===== src/rtl/flk_pkg.sv =====
package flk_pkg;

   typedef enum logic [1:0] {
      OPK_NONE    = 2'b00,
      OPK_PROGRAM = 2'b01,
      OPK_ERASE   = 2'b10,
      OPK_COMPACT = 2'b11
   } flk_op_e;

   typedef enum logic {
      FS_FETCH = 1'b0,
      FS_READY = 1'b1
   } flk_fetch_e;

endpackage


===== src/rtl/flk_key_fetch.sv =====
module flk_key_fetch
   import flk_pkg::*;
#(
   parameter int unsigned KEY_W    = 32,
   parameter int unsigned NUM_KEYS = 4,
   parameter int unsigned ADDR_W   = 24,
   parameter int unsigned KEY_BASE = 32'h0000_3FF0
) (
   input  logic                       clk,
   input  logic                       rst_n,
   output logic                       rd_req,
   output logic [ADDR_W-1:0]          rd_addr,
   input  logic                       rd_ack,
   input  logic [KEY_W-1:0]           rd_data,
   output logic                       busy,
   output logic [NUM_KEYS*KEY_W-1:0]  ref_keys
);

   localparam int unsigned IDX_W     = $clog2(NUM_KEYS);
   localparam int unsigned KEY_BYTES = KEY_W / 8;
   localparam logic [ADDR_W-1:0] BASE_A = ADDR_W'(KEY_BASE);
   localparam logic [ADDR_W-1:0] TOP_A  = ADDR_W'(KEY_BASE + (NUM_KEYS - 1) * KEY_BYTES);
   localparam logic [IDX_W-1:0]  LAST_I = IDX_W'(NUM_KEYS - 1);

   flk_fetch_e        state_q;
   logic [IDX_W-1:0]  fidx_q;
   logic              take;

   assign take    = (state_q == FS_FETCH) && rd_ack;
   assign rd_req  = (state_q == FS_FETCH);
   assign busy    = (state_q == FS_FETCH);
   assign rd_addr = BASE_A + ADDR_W'(fidx_q) * ADDR_W'(KEY_BYTES);

   always_ff @(posedge clk or negedge rst_n) begin
      if (!rst_n) begin
         state_q <= FS_FETCH;
         fidx_q  <= '0;
      end else if (take) begin
         if (fidx_q == LAST_I) begin
            state_q <= FS_READY;
            fidx_q  <= '0;
         end else begin
            fidx_q <= fidx_q + 1'b1;
         end
      end
   end

   for (genvar g = 0; g < NUM_KEYS; g++) begin : g_slot
      logic [KEY_W-1:0] slot_q;
      always_ff @(posedge clk or negedge rst_n) begin
         if (!rst_n) begin
            slot_q <= '0;
         end else if (take && (fidx_q == IDX_W'(g))) begin
            slot_q <= rd_data;
         end
      end
      assign ref_keys[g*KEY_W +: KEY_W] = slot_q;
   end

   AST_FETCH_ADDR_WINDOW: assert property (@(posedge clk) disable iff (!rst_n)
      rd_req |-> (rd_addr >= BASE_A) && (rd_addr <= TOP_A));

   AST_FETCH_ENDS_ON_ACK: assert property (@(posedge clk) disable iff (!rst_n)
      $fell(busy) |-> $past(rd_ack));

   AST_FETCH_ADDR_HOLDS: assert property (@(posedge clk) disable iff (!rst_n)
      (rd_req && !rd_ack) |=> $stable(rd_addr));

endmodule


===== src/rtl/flk_key_match.sv =====
module flk_key_match #(
   parameter int unsigned KEY_W    = 32,
   parameter int unsigned NUM_KEYS = 4,
   localparam int unsigned IDX_W   = $clog2(NUM_KEYS)
) (
   input  logic                       clk,
   input  logic                       rst_n,
   input  logic                       busy,
   input  logic [NUM_KEYS*KEY_W-1:0]  ref_keys,
   input  logic                       key_wr,
   input  logic [KEY_W-1:0]           key_wdata,
   input  logic                       relock,
   output logic                       unlocked,
   output logic [IDX_W-1:0]           key_idx
);

   localparam logic [IDX_W-1:0] LAST_I = IDX_W'(NUM_KEYS - 1);

   logic [NUM_KEYS-1:0] hit;
   logic                accept;
   logic                sel_hit;
   logic                unl_q;
   logic [IDX_W-1:0]    idx_q;

   for (genvar g = 0; g < NUM_KEYS; g++) begin : g_cmp
      assign hit[g] = (key_wdata == ref_keys[g*KEY_W +: KEY_W]);
   end

   assign sel_hit = hit[idx_q];
   assign accept  = key_wr && !busy && !unl_q && !relock;

   always_ff @(posedge clk or negedge rst_n) begin
      if (!rst_n) begin
         unl_q <= 1'b0;
         idx_q <= '0;
      end else if (relock) begin
         unl_q <= 1'b0;
         idx_q <= '0;
      end else if (accept) begin
         if (!sel_hit) begin
            idx_q <= '0;
         end else if (idx_q == LAST_I) begin
            unl_q <= 1'b1;
            idx_q <= '0;
         end else begin
            idx_q <= idx_q + 1'b1;
         end
      end
   end

   assign unlocked = unl_q;
   assign key_idx  = idx_q;

   AST_LOCKED_WHILE_BUSY: assert property (@(posedge clk) disable iff (!rst_n)
      busy |-> (!unlocked && (key_idx == '0)));

   AST_UNLOCK_NEEDS_LAST_KEY: assert property (@(posedge clk) disable iff (!rst_n)
      $rose(unlocked) |-> ($past(key_wr) && ($past(key_idx) == LAST_I)));

   AST_RELOCK_CLEARS: assert property (@(posedge clk) disable iff (!rst_n)
      relock |=> (!unlocked && (key_idx == '0)));

   AST_UNLOCK_HELD: assert property (@(posedge clk) disable iff (!rst_n)
      (unlocked && !relock) |=> (unlocked && (key_idx == '0)));

endmodule


===== src/rtl/flk_op_gate.sv =====
module flk_op_gate
   import flk_pkg::*;
(
   input  logic        clk,
   input  logic        rst_n,
   input  logic        unlocked,
   input  logic        op_req,
   input  logic [1:0]  op_kind,
   output logic        op_go,
   output logic [1:0]  op_kind_out,
   output logic        violation
);

   logic    go_q;
   flk_op_e kind_q;
   logic    viol_q;

   always_ff @(posedge clk or negedge rst_n) begin
      if (!rst_n) begin
         go_q   <= 1'b0;
         kind_q <= OPK_NONE;
         viol_q <= 1'b0;
      end else begin
         go_q   <= op_req && unlocked;
         kind_q <= (op_req && unlocked) ? flk_op_e'(op_kind) : OPK_NONE;
         if (op_req && !unlocked) begin
            viol_q <= 1'b1;
         end
      end
   end

   assign op_go       = go_q;
   assign op_kind_out = kind_q;
   assign violation   = viol_q;

   AST_NO_GRANT_WHILE_LOCKED: assert property (@(posedge clk) disable iff (!rst_n)
      (op_req && !unlocked) |=> !op_go);

   AST_GRANT_WHEN_OPEN: assert property (@(posedge clk) disable iff (!rst_n)
      (op_req && unlocked) |=> (op_go && (op_kind_out == $past(op_kind))));

   AST_VIOLATION_STICKY: assert property (@(posedge clk) disable iff (!rst_n)
      violation |=> violation);

endmodule


===== src/rtl/flash_key_lock.sv =====
module flash_key_lock
   import flk_pkg::*;
#(
   parameter int unsigned KEY_W    = 32,
   parameter int unsigned NUM_KEYS = 4,
   parameter int unsigned ADDR_W   = 24,
   parameter int unsigned KEY_BASE = 32'h0000_3FF0,
   localparam int unsigned IDX_W   = $clog2(NUM_KEYS)
) (
   input  logic               clk,
   input  logic               rst_n,
   output logic               fl_rd_req,
   output logic [ADDR_W-1:0]  fl_rd_addr,
   input  logic               fl_rd_ack,
   input  logic [KEY_W-1:0]   fl_rd_data,
   input  logic               key_wr,
   input  logic [KEY_W-1:0]   key_wdata,
   input  logic               relock,
   input  logic               op_req,
   input  logic [1:0]         op_kind,
   output logic               op_go,
   output logic [1:0]         op_kind_out,
   output logic               busy,
   output logic               unlocked,
   output logic [IDX_W-1:0]   key_idx,
   output logic               violation
);

   localparam int unsigned KEY_BYTES = KEY_W / 8;
   localparam longint unsigned END_A = longint'(KEY_BASE) + longint'(NUM_KEYS * KEY_BYTES);

   if (NUM_KEYS < 2 || (NUM_KEYS & (NUM_KEYS - 1)) != 0) begin : g_bad_keys
      $error("NUM_KEYS must be a power of two, at least 2");
   end
   if (KEY_W < 8 || (KEY_W % 8) != 0) begin : g_bad_width
      $error("KEY_W must be a whole number of bytes");
   end
   if ((KEY_BASE % KEY_BYTES) != 0) begin : g_bad_align
      $error("KEY_BASE must be aligned to the key size");
   end
   if (ADDR_W < 32 && END_A > (64'd1 << ADDR_W)) begin : g_bad_addr
      $error("key window does not fit in ADDR_W");
   end

   logic                       busy_w;
   logic                       unl_w;
   logic [NUM_KEYS*KEY_W-1:0]  ref_keys_w;

   flk_key_fetch #(
      .KEY_W    (KEY_W),
      .NUM_KEYS (NUM_KEYS),
      .ADDR_W   (ADDR_W),
      .KEY_BASE (KEY_BASE)
   ) i_fetch (
      .clk      (clk),
      .rst_n    (rst_n),
      .rd_req   (fl_rd_req),
      .rd_addr  (fl_rd_addr),
      .rd_ack   (fl_rd_ack),
      .rd_data  (fl_rd_data),
      .busy     (busy_w),
      .ref_keys (ref_keys_w)
   );

   flk_key_match #(
      .KEY_W    (KEY_W),
      .NUM_KEYS (NUM_KEYS)
   ) i_match (
      .clk       (clk),
      .rst_n     (rst_n),
      .busy      (busy_w),
      .ref_keys  (ref_keys_w),
      .key_wr    (key_wr),
      .key_wdata (key_wdata),
      .relock    (relock),
      .unlocked  (unl_w),
      .key_idx   (key_idx)
   );

   flk_op_gate i_gate (
      .clk         (clk),
      .rst_n       (rst_n),
      .unlocked    (unl_w),
      .op_req      (op_req),
      .op_kind     (op_kind),
      .op_go       (op_go),
      .op_kind_out (op_kind_out),
      .violation   (violation)
   );

   assign busy     = busy_w;
   assign unlocked = unl_w;

   AST_BUSY_BLOCKS_GRANT: assert property (@(posedge clk) disable iff (!rst_n)
      busy |=> !op_go);

   AST_BUSY_REQ_VIOLATES: assert property (@(posedge clk) disable iff (!rst_n)
      (busy && op_req) |=> violation);

endmodule


===== config.mk =====
export PLATFORM = sky130hd
export DESIGN_NAME = flash_key_lock
export DESIGN_NICKNAME = d
export VERILOG_FILES = /design/src/rtl/flk_pkg.sv /design/src/rtl/flk_key_fetch.sv /design/src/rtl/flk_key_match.sv /design/src/rtl/flk_op_gate.sv /design/src/rtl/flash_key_lock.sv
export SDC_FILE = /design/constraint.sdc
export NUM_CORES = 1
export LEC_CHECK = 0
export BUFFER_PORTS_ARGS = -buffer_cell sky130_fd_sc_hd__buf_2
export CAP_MARGIN = 30
export CORE_MARGIN = 4
export CORE_UTILIZATION = 60
export CTS_CLUSTER_DIAMETER = 100
export DETAILED_ROUTE_END_ITERATION = 8
export GPL_ROUTABILITY_DRIVEN = 1
export HOLD_SLACK_MARGIN = 0.1
export MAX_ROUTING_LAYER = met4
export PLACE_DENSITY = 0.95
export SLEW_MARGIN = 5
export SYNTH_ARGS = -nofsm -noshare
export SYNTH_HDL_FRONTEND = slang
export SYNTH_SLANG_ARGS = --single-unit

===== constraint.sdc =====
create_clock -name clk -period 5.8 [get_ports clk]
set_clock_uncertainty 0.2 [all_clocks]
set_input_delay 0.58 -clock clk [delete_from_list [all_inputs] [get_ports clk]]
set_output_delay 0.58 -clock clk [all_outputs]
set_load 0.05 [all_outputs]

# ---- Yosys cells after proc, flatten, opt, wreduce, memory -nomap -nowiden
# Index checks and enable logic that the tools add are counted.
dict set report op_classes {
  addsub 3
  n_bitwise 1
  eq_ne 8
  muxes 12
  magnitude_cmp 1
  n_reduce_logical 18
}
# op n
set op_table {}
lappend op_table {{32-bit == test} 4}
lappend op_table {{14-bit by 4-bit adder with 15-bit output (first input constant)} 1}
lappend op_table {{2-bit 2-to-1 mux} 6}
lappend op_table {{1-bit logical AND} 10}
lappend op_table {{2-bit == test (second input constant)} 3}
lappend op_table {{2-bit nonzero test} 3}
lappend op_table {{1-bit 2-to-1 mux} 5}
lappend op_table {{2-bit by 1-bit adder with 2-bit output (second input constant)} 2}
lappend op_table {{2-bit by 3-bit less-than comparator with 1-bit output (second input constant)} 1}
lappend op_table {{3-bit AND reduction} 1}
lappend op_table {{1-bit binary-select mux with 2-bit select} 1}
lappend op_table {{2-bit by 1-bit == test with 1-bit output (second input constant)} 1}
lappend op_table {{1-bit zero test} 2}
lappend op_table {{2-bit zero test} 1}
lappend op_table {{2-bit AND reduction} 1}
lappend op_table {{1-bit NOT} 1}
dict set report totals {
  input_bits 72
  register_bits 138
  elab_cells 54
  output_inout_bits 33
}

# ---- Longest topological paths before layout
# Gate-level depths: netlist (run 1).
dict set report depth {
  depth_word 6
  ltp_mapped 7
  ltp_nobuf 7
}

# ---- Modules after synthesis
# Synthesis (run 1) repeated with hierarchy kept, for this count alone.
dict set report hier_totals {
  cells_unflattened 519
  hier_area_um2 6975.4
}
# module area_per_inst_um2 instances cells_per_inst seq_area_each_um2
set modules_own_cells {}
lappend modules_own_cells {flk_key_fetch 5250.0 1 314 3278.1}
lappend modules_own_cells {flk_key_match 1591.5 1 196 75.1}
lappend modules_own_cells {flk_op_gate 133.9 1 9 100.1}

# ---- Worst setup path after synthesis (run 1)
# Ideal clock, no wire load.
dict set report synth_path {
  path_type {reg2reg}
  from {register i_fetch.fidx_q[0]}
  to {register i_fetch.g_slot[0].slot_q[10]}
  n_path_buf 1
  stages_incl_launch_ff 6
  required_time_ns 5.475
  slack_ns 3.626
  arrival_ns 1.849
  setup_ns 0.125
  synth_period_minus_slack_ns 2.174
  path_cell_list {dfrtp_1 inv_1 ha_1 nand2_1 buf_1 mux2_2}
}
dict set report synth_between {
  elab_chain_cells 2
}
# element line_no
set synth_lines {}
lappend synth_lines {{from (decl)} flk_key_fetch.sv:26} ;# logic [IDX_W-1:0] fidx_q;
lappend synth_lines {{from (signal assigned)} flk_key_fetch.sv:43} ;# fidx_q <= fidx_q + 1'b1;
lappend synth_lines {{2-bit zero test} flk_key_fetch.sv:53} ;# end else if (take && (fidx_q == IDX_W'(g))) begin
lappend synth_lines {{1-bit logical AND} flk_key_fetch.sv:53}
lappend synth_lines {{to (signal assigned)} flk_key_fetch.sv:54} ;# slot_q <= rd_data;
lappend synth_lines {{to (decl)} flk_key_fetch.sv:49} ;# logic [KEY_W-1:0] slot_q;
# No other way between the ends.
# A chain may end at the register's enable or synchronous reset.

# ---- Final worst setup path (run 1)
dict set report layout_path {
  from {register i_fetch.state_q}
  to {register i_fetch.g_slot[3].slot_q[2]}
}
dict set report layout_between {
  elab_chain_cells 3
}
# element line_no
set layout_lines {}
lappend layout_lines {{from (decl)} flk_key_fetch.sv:25} ;# flk_fetch_e state_q;
lappend layout_lines {{from (signal assigned)} flk_key_fetch.sv:36} ;# state_q <= FS_FETCH;
lappend layout_lines {{from (signal assigned)} flk_key_fetch.sv:40} ;# state_q <= FS_READY;
lappend layout_lines {{1-bit NOT} flk_key_fetch.sv:29} ;# assign take = (state_q == FS_FETCH) && rd_ack;
lappend layout_lines {{1-bit logical AND} flk_key_fetch.sv:29}
lappend layout_lines {{1-bit logical AND} flk_key_fetch.sv:53}
lappend layout_lines {{to (signal assigned)} flk_key_fetch.sv:54}
lappend layout_lines {{to (decl)} flk_key_fetch.sv:49}
# No other way between the ends.

==> reports/results.tsv, run 1 <==
metric	value	unit
outcome	finished, final reports clean	
total gr overflow	0	
CP arrival	2.77	ns
Final Max Tran Viols	0	
setup violators final	0	
Slew @ Worst Pin	0.824	ns
Worst setup SP type	flip-flop	
minimum clock period	2.67	ns
DRT antenna net count	0	
IO buf count	82	
Avg Inst Size Synth	13.1	sq um
vias in the first global route	4815	
Metal-1 WL	6450	um
sw frac	25.5	%
routed length per instance	22.7	um
clock network power share	48.9	%
CTS Buffer Depth	2	
core area	10900	sq um
mapped cell area	6790	sq um
worst reg-to-reg path cell count	4	
worst-path fanout max	17	
P_sw	0.566	mW
# diodes	0	
critical path class	reg2reg	
CTS root buf	clkbuf_16	
Final Cell Area	7870	sq um
Max Cap Viol	0	
Pwr Total	2.22	mW
Clock Sinks	138	
Int Power	1.65	mW
Seq cells post-synth	138	
RSZ-0062 raised after global routing	false	
Syn. warnings	0	
highest metal used	met4	
hold depth	2	
Tot GR Track Use	28.5	%
chip height	114	um
dpl hpwl	11700	um
CP Capture Type	flip-flop	
Lkg Pwr	4.13	nW
Max VDD drop	0.272	mV
Tcrit/Tclk final	46.1	%
final hold violation count	0	
largest net degree at the start of global routing	74	
Site Rows	38	
CTS Buf Count	17	
TritonCTS clock tree	yes	
Placer Congestion	0.970	
setup tns final	0	ns
Final Util	72.0	%
Die W	114	um
Hold Path Class	in2reg	
Critical Path RT	5.90	ns
FMAX	374	MHz
Initial Util	62.1	%
via count	4570	
drt drc	0	
post_cts resized	0	
share of post-route cells with drive strength above 1	40.3	%
drt initial violations	306	
drt via density	5.99	
Gate power share	7.6	%
CP Cell Sequence	nor2b_1 -> nand2_1 -> buf_4 -> mux2_2	
sequential group share of total power	43.5	%
clk_lat worst skew	0.42	ns
Syn Inst Count	519	
met3 wire length	1460	um
worst hold slack	0.198	ns
# IOs	105	
post-synthesis sequential area ratio	50.9	%
Post-CTS Hold Buffers	1	
H-tree depth	4	
drt pass-1 iters	5	
die footprint	13100	sq um
final WL	17300	um
met2 WL	8560	um
Slew HR	45.0	%
number of antenna violations at the first check in global routing	0	
total setup buffers inserted after CTS	0	
Power Density	282	nW/um^2
Layout Area Growth over Synthesis	15.9	%
Yosys cell types	29	
crit-path max cell delay	0.64	ns
# nets final	687	
Placed Area	7270	sq um
slowest CP cell	nand2_1	
CTS clock-pin slew for the worst setup and hold paths	0.06	ns
first-pass GRT wire length	26600	um
cell usage after synthesis:
cell	instances	share of area, %
o21ai_0	3	0.22
nand2b_2	1	0.13
o21ai_1	1	0.074
buf_1	12	0.66
nor2_1	3	0.17
nand2_1	11	0.61
and2_1	1	0.092
ha_1	5	0.92
clkbuf_1	1	0.055
nor4_1	22	2.0
conb_1	2	0.11
nand3_1	6	0.44
or4_4	1	0.17
a41o_1	1	0.15
xor2_1	79	10
o41ai_4	1	0.41
o22ai_1	1	0.092
xnor2_1	48	6.2
dfrtp_1	138	51
buf_4	23	2.5
o211ai_1	1	0.11
mux2_2	128	21
a21o_1	1	0.11
and3_1	3	0.28
nor2_2	1	0.092
nand4_1	14	1.3
nor2b_1	2	0.18
inv_1	5	0.28
nor3_1	4	0.29
cell families after synthesis:
family	Yosys count	share of synthesized area, %
XOR/XNOR	127	16.4
AND/OR/NAND/NOR	69	5.77
multiplexers	128	21.2
buffers and inverters	41	3.54
other	2	0.111
flip-flops	138	50.9
adder cells (fa/ha/maj)	5	0.922
AO/OA/AOI/OAI	9	1.16
placed cells by master, fill, tap and decap left out:
| master | count |
|---|---|
| xnor2_1 | 48 |
| inv_6 | 5 |
| nor2_2 | 1 |
| o21ai_0 | 3 |
| o41ai_4 | 1 |
| inv_1 | 5 |
| nor4_1 | 22 |
| buf_4 | 5 |
| nand4_1 | 14 |
| and3_1 | 3 |
| clkinvlp_4 | 4 |
| nand2b_2 | 1 |
| and2_1 | 1 |
| o22ai_1 | 1 |
| buf_6 | 1 |
| ha_1 | 5 |
| nor2b_1 | 2 |
| o21ai_1 | 1 |
| nor3_1 | 4 |
| mux2_2 | 128 |
| nand3_1 | 6 |
| or4_4 | 1 |
| a21o_1 | 1 |
| nand2_1 | 11 |
| dlygate4sd3_1 | 1 |
| a41o_1 | 1 |
| inv_8 | 1 |
| conb_1 | 22 |
| bufinv_16 | 2 |
| o211ai_1 | 1 |
| clkbuf_16 | 17 |
| xor2_1 | 79 |
| clkinv_2 | 2 |
| dfrtp_1 | 138 |
| buf_2 | 81 |
| clkinv_4 | 1 |
| nor2_1 | 3 |
power groups by stage:
| stage | combinational, mW | sequential [mW] | clock [mW] |
|---|---|---|---|
| after floorplan | 0.0821 | 0.985 | 0 |
| after global placement | 0.157 | 0.982 | 0 |
| after detailed placement | 0.162 | 0.982 | 0 |
| after CTS | 0.167 | 0.964 | 1.09 |
| after global routing | 0.178 | 0.964 | 1.14 |
| final | 0.168 | 0.964 | 1.08 |
critical path: cells and delay by family, from the launching register on:
family | cells | cell delay [ns]
flip-flops | 1 | 0.45
multiplexers | 1 | 0.31
buffers and inverters | 1 | 0.45
AND/OR/NAND/NOR | 2 | 1.14
per-layer routing:
layer,up-vias,GRT usage [%]
met1,2298,33.0
met5,-,-
met2,260,46.2
met3,73,7.77
li1,1939,-
met4,0,13.5
sequential cells by signal, summed over array words and instances, names as in the netlist:
register	flops
i_fetch.g_slot.slot_q	128
i_gate.violation	1
i_match.unlocked	1
i_gate.op_kind_out	2
i_gate.op_go	1
i_fetch.state_q	1
i_fetch.fidx_q	2
i_match.key_idx	2
final cells by class:
type / instances / area (sq um)
repair buffers: 88 / 464
fillers: 683 / 3070
clock buffers: 17 / 425
multi-input cells: 360 / 3170
clock inverters: 15 / 164
well taps: 140 / 175
inverters: 5 / 18.8
flip-flops and latches: 138 / 3450
worst paths after layout:
kind	from	to	slack, ns
setup / recovery	i_fetch.state_q	i_fetch.g_slot[3].slot_q[2]	3.13
hold / removal	op_req	i_gate.violation	0.20
setup reg to reg	i_fetch.state_q	i_fetch.g_slot[3].slot_q[2]	3.13
hold reg to reg	i_gate.violation	i_gate.violation	0.26
max in group asynchronous	rst_n	i_fetch.g_slot[3].slot_q[11]	3.61
min in group asynchronous	rst_n	i_fetch.g_slot[1].slot_q[25]	0.52
metrics by stage:
step	setup WS [ns]	cells
2_1_floorplan	3.63	539
4_1_cts	3.20	763
6_report	3.13	763
3_3_place_gp	3.22	730
5_1_grt	3.09	763
3_5_place_dp	3.11	730
Note: power is estimated with default switching activity, not from simulation.
==> run 2, diff against run 1 <==
--- a/config.mk
+++ b/config.mk
@@ -8,13 +8,13 @@
 export BUFFER_PORTS_ARGS = -buffer_cell sky130_fd_sc_hd__buf_2
 export CAP_MARGIN = 30
 export CORE_MARGIN = 4
-export CORE_UTILIZATION = 60
+export CORE_UTILIZATION = 57
 export CTS_CLUSTER_DIAMETER = 100
 export DETAILED_ROUTE_END_ITERATION = 8
 export GPL_ROUTABILITY_DRIVEN = 1
 export HOLD_SLACK_MARGIN = 0.1
 export MAX_ROUTING_LAYER = met4
-export PLACE_DENSITY = 0.95
+export PLACE_DENSITY = 0.92
 export SLEW_MARGIN = 5
 export SYNTH_ARGS = -nofsm -noshare
 export SYNTH_HDL_FRONTEND = slang
==> constraint.sdc (replaced) <==
create_clock -name clk -period 2.76 [get_ports clk]
set_clock_uncertainty 0.2 [all_clocks]
set_input_delay 0.276 -clock clk [delete_from_list [all_inputs] [get_ports clk]]
set_output_delay 0.276 -clock clk [all_outputs]
set_load 0.05 [all_outputs]
==> run 2 against run 1 <==
  * Global-route usage down 1.3 points
  * Hold slack better by 0.013 ns
  * Core utilization down 0.12 points
  * Flip-flop and latch count unchanged
  * Power up 110%
  * Non-clock buffer count up 38
  * Routed wire length down 3.8%
  * Cell count up 5.4%
  * Clock power up 110%
  * Design area up 5.1%
==> reports/results.tsv, run 2 (synthesized netlist as in run 1, its figures left out) <==
metric	value	unit	change
Power Density	568	nW/um^2	+100%
RSZ-0062 raised after global routing	false		
Tot GR Track Use	27.1	%	-1.3 points
H-tree depth	4		unchanged
P_sw	1.12	mW	+98%
Die W	117	um	+2.4%
delay-heaviest family, CP	simple AND/OR/NAND/NOR gates		
FMAX	415	MHz	+11%
CP Capture Type	flip-flop		
TritonCTS clock tree	yes		
CTS root buf	clkbuf_16		
drt pass-1 iters	4		-1
vias in the first global route	4914		+2.1%
drt drc	0		unchanged
chip height	117	um	+2.4%
Slew @ Worst Pin	0.740	ns	-0.0840 ns
worst-path fanout max	2		-15
clk_lat worst skew	0.42	ns	about the same
Max Cap Viol	0		unchanged
DRT antenna net count	0		unchanged
Slew HR	50.5	%	+5.5 points
max reg flops	128		unchanged
critical path class	reg2reg		
crit-path max cell delay	0.57	ns	-0.07 ns
dpl hpwl	11800	um	+0.71%
Post-CTS Hold Buffers	38		+37
most frequent CP cell	nor4_1		
share of post-route cells with drive strength above 1	38.1	%	-2.2 points
Worst setup SP type	flip-flop		
# nets final	725		+5.5%
minimum clock period	2.41	ns	-0.262 ns
CP bufs+invs	0		-1
Tcrit/Tclk final	87.4	%	+41 points
total gr overflow	0		unchanged
Clock Sinks	138		unchanged
sequential group share of total power	43.2	%	-0.3 points
Fillers	743		+8.8%
setup tns final	0	ns	unchanged
setup violators final	0		unchanged
FF/Latch Area	3450	sq um	unchanged
commonest non-fill, non-tap cell in the layout	dfrtp_1		
Int Power	3.58	mW	+120%
clock network power share	48.5	%	-0.4 points
largest net degree at the start of global routing	70		-5.4%
core area	11500	sq um	+5.3%
Lkg Pwr	4.30	nW	+4.2%
Pwr Total	4.70	mW	+110%
Placed Area	7290	sq um	+0.33%
Hold Path Class	in2async		
Largest Register	i_fetch.g_slot.slot_q		
Gate power share	8.3	%	+0.7 points
Site Rows	39		+2.6%
CP arrival	2.55	ns	-0.22 ns
final WL	16700	um	-3.8%
Placer Congestion	0.958		-1.2%
number of antenna violations at the first check in global routing	0		unchanged
die footprint	13700	sq um	+4.9%
via count	4490		-1.8%
outcome	finished, final reports clean		
Final Cell Area	8270	sq um	+5.1%
commonest cells after routing, fill and taps aside	dfrtp_1, mux2_2, buf_2		
IO buf count	82		unchanged
CP Cell Sequence	xor2_1 -> nor4_1 -> nand4_1 -> nor4_1 -> a41o_1 -> nor2_2 -> o21ai_1		
drt initial violations	260		-15%
first-pass GRT wire length	26400	um	-0.80%
Layout Area Growth over Synthesis	21.9	%	
post_cts resized	0		unchanged
# IOs	105		unchanged
CTS Buffer Depth	2		unchanged
Max VDD drop	0.367	mV	+35%
Critical Path RT	2.90	ns	-3.00 ns
Final Max Tran Viols	0		unchanged
final hold violation count	0		unchanged
Initial Util	58.9	%	-3.1 points
total setup buffers inserted after CTS	0		unchanged
slowest CP cell	nor4_1		
Multi-input gate area	3170	sq um	unchanged
routed length per instance	20.7	um	-8.7%
CTS clock-pin slew for the worst setup and hold paths	0.06	ns	about the same
CTS Buf Count	17		unchanged
sw frac	23.8	%	-1.7 points
# diodes	0		unchanged
drt via density	5.58		-6.8%
-- run 2: cell count changes in the layout (fill, tap and decap cells not counted), sizes merged --
| cell | change |
|---|---|
| inv | -6 |
| clkbuf | +4 |
| buf | +1 |
| clkinv | +2 |
| dlygate4sd3 | +37 |
-- run 2: power by group through the flow --
stage               clock, mW  sequential [mW]  combinational, mW
floorplan                   0             2.07              0.173
global placement            0             2.06              0.335
detailed placement          0             2.06              0.343
CTS                      2.30             2.03              0.389
global route             2.41             2.03              0.421
finish                   2.28             2.03              0.392
-- run 2: metrics by stage --
stage          setup WS [ns]  util (%)  std cells  hold WS, ns
2_1_floorplan          0.586         -        539       -0.220
3_3_place_gp           0.469      63.3        734        0.109
3_5_place_dp           0.417      63.3        734        0.114
4_1_cts                0.378      71.8        804        0.180
5_1_grt                0.274      71.8        804        0.223
6_report               0.348      71.8        804        0.211
-- run 2: path summary, 6_finish.rpt --
check                                             from                      endpoint  slack (ns)  cells after the start
min reg2reg                           i_gate.violation              i_gate.violation        0.26                      1
max                        i_fetch.g_slot[1].slot_q[9]            i_match.key_idx[0]        0.35                      7
min in group clk                             fl_rd_ack             i_fetch.fidx_q[0]        0.22                      4
min                                              rst_n  i_fetch.g_slot[3].slot_q[30]        0.21                      2
max reg2reg                i_fetch.g_slot[1].slot_q[9]            i_match.key_idx[0]        0.35                      7
max in group asynchronous                        rst_n  i_fetch.g_slot[2].slot_q[28]        1.39                      3
-- run 2: metal layers --
| layer | track usage (%) | routed length (um) |
|---|---|---|
| met5 | - | 0 |
| met4 | 8.10 | 278 |
| met2 | 43.6 | 8290 |
| met1 | 34.5 | 7080 |
| met3 | 6.53 | 1010 |
-- run 2: final cells by class --
class / instances / area share [%]
flip-flops and latches: 138 / 41.7
multi-input cells: 360 / 38.3
repair buffers: 126 / 10.3
clock buffers: 21 / 5.81
well taps: 143 / 2.16
clock inverters: 11 / 1.44
inverters: 5 / 0.227
